File: src/rtl/bod_pkg.sv
package bod_pkg;
  typedef enum logic [1:0] {
    REG_RAM = 2'd0,
    REG_ROM = 2'd1,
    REG_IO  = 2'd2
  } region_e;
endpackage

File: src/rtl/bod_reset_sync.sv
module bod_reset_sync #(
  parameter int STAGES = 2
) (
  input  logic clk,
  input  logic rst_n,
  output logic rst_q_n
);
  logic [STAGES-1:0] sync_q, sync_d;

  always_comb begin
    sync_d = {sync_q[STAGES-2:0], 1'b1};
  end

  always_ff @(posedge clk or negedge rst_n) begin
    if (!rst_n) sync_q <= '0;
    else        sync_q <= sync_d;
  end

  assign rst_q_n = sync_q[STAGES-1];
endmodule

File: src/rtl/bod_region_dec.sv
module bod_region_dec
  import bod_pkg::*;
#(
  parameter int ADDR_W = 20
) (
  input  logic [ADDR_W-1:0] addr,
  output region_e           region
);
  localparam int TOP = ADDR_W - 1;
  localparam int SUB = ADDR_W - 2;

  always_comb begin
    if (addr[TOP])      region = REG_IO;
    else if (addr[SUB]) region = REG_ROM;
    else                region = REG_RAM;
  end
endmodule

File: src/rtl/bod_boot_flag.sv
module bod_boot_flag (
  input  logic clk,
  input  logic rst_q_n,
  input  logic clr_req,
  output logic boot
);
  logic boot_en, boot_d;

  always_comb begin
    boot_en = clr_req;
    boot_d  = 1'b0;
  end

  always_ff @(posedge clk or negedge rst_q_n) begin
    if (!rst_q_n)     boot <= 1'b1;
    else if (boot_en) boot <= boot_d;
  end
endmodule

File: src/rtl/bod_mem_select.sv
module bod_mem_select
  import bod_pkg::*;
(
  input  logic    as_act,
  input  region_e region,
  input  logic    boot,
  output logic    ram_ce_n,
  output logic    rom_ce_n,
  output logic    io_hit
);
  always_comb begin
    ram_ce_n = 1'b1;
    rom_ce_n = 1'b1;
    io_hit   = 1'b0;
    if (as_act) begin
      unique case (region)
        REG_RAM: begin
          if (boot) rom_ce_n = 1'b0;
          else      ram_ce_n = 1'b0;
        end
        REG_ROM: rom_ce_n = 1'b0;
        REG_IO:  io_hit   = 1'b1;
        default: io_hit   = 1'b0;
      endcase
    end
  end
endmodule

File: src/rtl/bod_cycle_term.sv
module bod_cycle_term (
  input  logic as_act,
  input  logic io_space,
  input  logic slow_sel,
  input  logic wait_n,
  output logic vpa_n,
  output logic dtack_n
);
  logic slow_act;

  always_comb begin
    slow_act = as_act & io_space & ~slow_sel;
    vpa_n    = ~slow_act;
    dtack_n  = slow_act | ~wait_n;
  end
endmodule

File: src/rtl/boot_overlay_decoder.sv
module boot_overlay_decoder
  import bod_pkg::*;
#(
  parameter int ADDR_W      = 20,
  parameter int SLOW_BIT    = 14,
  parameter int SYNC_STAGES = 2
) (
  input  logic              clk,
  input  logic              rst_n,
  input  logic              as_n,
  input  logic              wr_n,
  input  logic [ADDR_W-1:0] addr,
  input  logic              wait_n,
  output logic              ram_ce_n,
  output logic              rom_ce_n,
  output logic              rd_n,
  output logic              dtack_n,
  output logic              vpa_n
);
  localparam int TOP = ADDR_W - 1;
  localparam int SUB = ADDR_W - 2;

  logic    rst_q_n;
  logic    boot;
  logic    as_act;
  logic    io_hit;
  logic    clr_req;
  region_e region;

  assign as_act = ~as_n;
  assign rd_n   = ~wr_n;

  bod_reset_sync #(.STAGES(SYNC_STAGES)) u_rst (
    .clk     (clk),
    .rst_n   (rst_n),
    .rst_q_n (rst_q_n)
  );

  bod_region_dec #(.ADDR_W(ADDR_W)) u_dec (
    .addr   (addr),
    .region (region)
  );

  bod_mem_select u_sel (
    .as_act   (as_act),
    .region   (region),
    .boot     (boot),
    .ram_ce_n (ram_ce_n),
    .rom_ce_n (rom_ce_n),
    .io_hit   (io_hit)
  );

  // clear term: I/O space with either the sub-bit or the flag itself high
  assign clr_req = io_hit & (addr[SUB] | boot);

  bod_boot_flag u_flag (
    .clk     (clk),
    .rst_q_n (rst_q_n),
    .clr_req (clr_req),
    .boot    (boot)
  );

  bod_cycle_term u_term (
    .as_act   (as_act),
    .io_space (addr[TOP]),
    .slow_sel (addr[SLOW_BIT]),
    .wait_n   (wait_n),
    .vpa_n    (vpa_n),
    .dtack_n  (dtack_n)
  );
endmodule

File: config.mk
export PLATFORM = sky130hd
export DESIGN_NAME = boot_overlay_decoder
export DESIGN_NICKNAME = d
export VERILOG_FILES = /design/src/rtl/bod_pkg.sv /design/src/rtl/bod_reset_sync.sv /design/src/rtl/bod_region_dec.sv /design/src/rtl/bod_boot_flag.sv /design/src/rtl/bod_mem_select.sv /design/src/rtl/bod_cycle_term.sv /design/src/rtl/boot_overlay_decoder.sv
export SDC_FILE = /design/constraint.sdc
export NUM_CORES = 1
export LEC_CHECK = 0
export CORE_AREA = 4 4 41 43
export DETAILED_ROUTE_END_ITERATION = 8
export DIE_AREA = 0 0 45 47
export GPL_ROUTABILITY_DRIVEN = 0
export MAX_ROUTING_LAYER = met4
export PLACE_DENSITY = 0.56
export SETUP_SLACK_MARGIN = 0.2
export SLEW_MARGIN = 20
export SYNTH_ARGS = -nofsm -noshare
export SYNTH_HDL_FRONTEND = slang
export SYNTH_SLANG_ARGS = --single-unit
File: constraint.sdc
create_clock -name clk -period 1.2 [get_ports clk]
set_clock_uncertainty 0.2 [all_clocks]
set_input_delay 0.12 -clock clk [delete_from_list [all_inputs] [get_ports clk]]
set_output_delay 0.12 -clock clk [all_outputs]
set_load 0.01 [all_outputs]
==> impl_metrics.tcl <==
set metrics [dict create \
    status "complete, but fails checks" \
    violations "negative hold slack, negative setup slack" \
    grt_overflow_total 0 \
    cts_tree "done" \
    finalCritPeriodShare_pct 108 \
    fmax_mhz 774 \
    h-tree-depth 1 \
    insertion_delay_ps 230 \
    power_density_mw_per_mm2 1080 \
    hold_slack_ps -38.0 \
    crit_arrival_ps 970 \
    antenna_cells 0 \
    vias 164 \
    die_w_microns 45 \
    fin_area_sq_um 315 \
    cts_buffers 3 \
    syn_avg_cell_area_sq_um 9.53 \
    hold_buffers 2 \
    wl_microns 384 \
    drive_above_1_share_pct 51.5 \
    syn_nets 38 \
    hp-class "input pin to register" \
    wl_per_cell_microns 8.00 \
    worstSetupPathType "register to primary output" \
    finalHoldViolCount 1 \
    coreArea_sq_mm 0.00130 \
    clkTransAtPathRegs_ps 40 \
    final_cells 48 \
    finalSetupViolCount 2 \
    worstSetupStartpointType "register" \
    rows 13 \
    slowest_stage "dfstp_2" \
    synthTopCellsByCount "dfrtp_1 (2), inv_1 (2), nand2_1 (2), nor2_1 (2)" \
    synth-main-ff-cell "dfrtp_1" \
    area_delta_synth_final_pct 155 \
    cp_max_fo 3 \
    ys_seq_area_share_pct 61.6 \
    synth-seq-cells 3 \
    fin_nets 59 \
    synth_cells 13 \
    place_area_sq_um 280 \
    synth-edff-count 0 \
    synth.area.top_cells "dfrtp_1 (40%), dfstp_2 (21%), or3b_1 (7.1%)" \
    cts_sinks 3 \
    cpPeakStageDelay_ps 530 \
    pin_count 30 \
    drc_errors 0 \
    first_pass_iters 2 \
    antenna_found_initial 0 \
    yosysTopAreaCell "dfrtp_1" \
    path_buf_inv 1 \
    n_fill_cell 158 \
    grt_first_pass_wirelength_microns 621 \
    vdd_ir_drop_max_uv 555 \
    grt_usage_pct 4.50 \
    dieHeight_microns 47 \
    netlist-cell-type-count 9 \
    initial_utilization_pct 9.52 \
    async_flop_share_pct 100 \
    portBuffers 12 \
    yosysWarningCount 0 \
    crit_required_ps 880 \
    final_antenna_net_count 0 \
    rsz0062_at_grt "yes" \
    cts_buffer_depth 2 \
    slew_violations 0 \
    numPlacedInstances 42 \
    crit_family "flip-flops" \
    cap_violations 0 \
    drtIter0Drc 2 \
    grt_pass1_vias 162 \
    viasPerCell 3.42 \
    crit_chain "nor2_1 > nand2_1 > buf_2" \
    setup_slack_ps -91.4 \
    dieArea_sq_mm 0.00212 \
    period_needed_ps 1290 \
    p_leak_nw 0.149 \
    root_buffer "clkbuf_4" \
    cp-end-kind "primary output" \
    syn_area_sq_um 124 \
    grt_max_degree 4 \
    synth_top_area_share_pct 40.4 \
]
==> logic make-up after synthesis <==
logic type	count (synthesis)	share of synthesized area [%]
AOI/OAI and AO/OA	2	10.1
buffers and inverters	2	6.06
DFF	3	61.6
other	1	3.03
and+or+nand+nor	5	19.2
==> per-layer routing <==
layer	track usage [%]	vias to the layer above	wire, microns
li1	-	78	-
met1	3.66	73	137
met2	6.50	13	141
met3	4.98	0	105
met4	1.75	0	0
met5	-	-	0
==> state kept, by name (all words and copies together), names as in the netlist <==
register / flops
u_rst.sync_q: 2
u_flag.boot: 1
==> per-stage QoR <==
stage | setup WS, ps | total power, mW | setup TNS, ps | utilization, %
floorplan | 205 | 0.119 | 0 | -
global placement | -677 | 0.165 | -2390 | 21.5
detailed placement | -686 | 0.165 | -2430 | 21.5
CTS | -100 | 0.350 | -198 | 24.2
global route | -135 | 0.373 | -264 | 24.2
finish | -91.4 | 0.341 | -173 | 24.2
==> what timing repair did <==
item,in CTS,in global routing
pin swaps,3,0
endpoints found under the hold margin,4,1
resized for setup,39,0
setup endpoints to repair,6,5
setup buffers,0,0
==> power by group <==
group	internal (mW)	switching, mW
Sequential	0.105	0.000694
Combinational	0.0403	0.0202
Clock	0.124	0.0498
Total	0.270	0.0706
==> path summary, 6_finish.rpt <==
check / start / endpoint / slack [ps] / depth (start not counted)
min in group asynchronous: rst_n / u_rst.sync_q[0] / 400 / 2
worst max-delay path: u_flag.boot / ram_ce_n / -90 / 3
worst min-delay path: addr[19] / u_flag.boot / -40 / 3
max in group asynchronous: u_rst.sync_q[1] / u_flag.boot / 280 / 1
worst max register to register: u_flag.boot / u_flag.boot / 200 / 1
worst min register to register: u_rst.sync_q[0] / u_rst.sync_q[1] / 150 / 0
==> cell type report <==
| cell class | instances | area [sq um] | area share, % |
|---|---|---|---|
| clock buffer | 4 | 26.3 | 8.33 |
| inverter | 2 | 7.51 | 2.38 |
| multi-input combinational | 8 | 47.5 | 15.1 |
| sequential | 3 | 76.3 | 24.2 |
| tap | 15 | 18.8 | 5.95 |
| timing repair buffer | 16 | 139 | 44.0 |
==> worst min-delay path, cell delays in order <==
cell      delay (ps)
buf_2             80
buf_4            100
a21boi_0          80
==> layout by cell type (no fill, tap or decap), drive strengths merged <==
| cell type | Yosys | final |
|---|---|---|
| dlygate4sd2 | 0 | 1 |
| o21ai | 1 | 1 |
| nor2 | 2 | 2 |
| inv | 2 | 2 |
| or3b | 1 | 1 |
| nand2 | 2 | 2 |
| clkdlybuf4s50 | 0 | 3 |
| dfrtp | 2 | 2 |
| clkbuf | 0 | 4 |
| a21boi | 1 | 1 |
| dfstp | 1 | 1 |
| conb | 1 | 1 |
| dlygate4sd3 | 0 | 2 |
| buf | 0 | 10 |
Power figures use the tool's default switching activity.
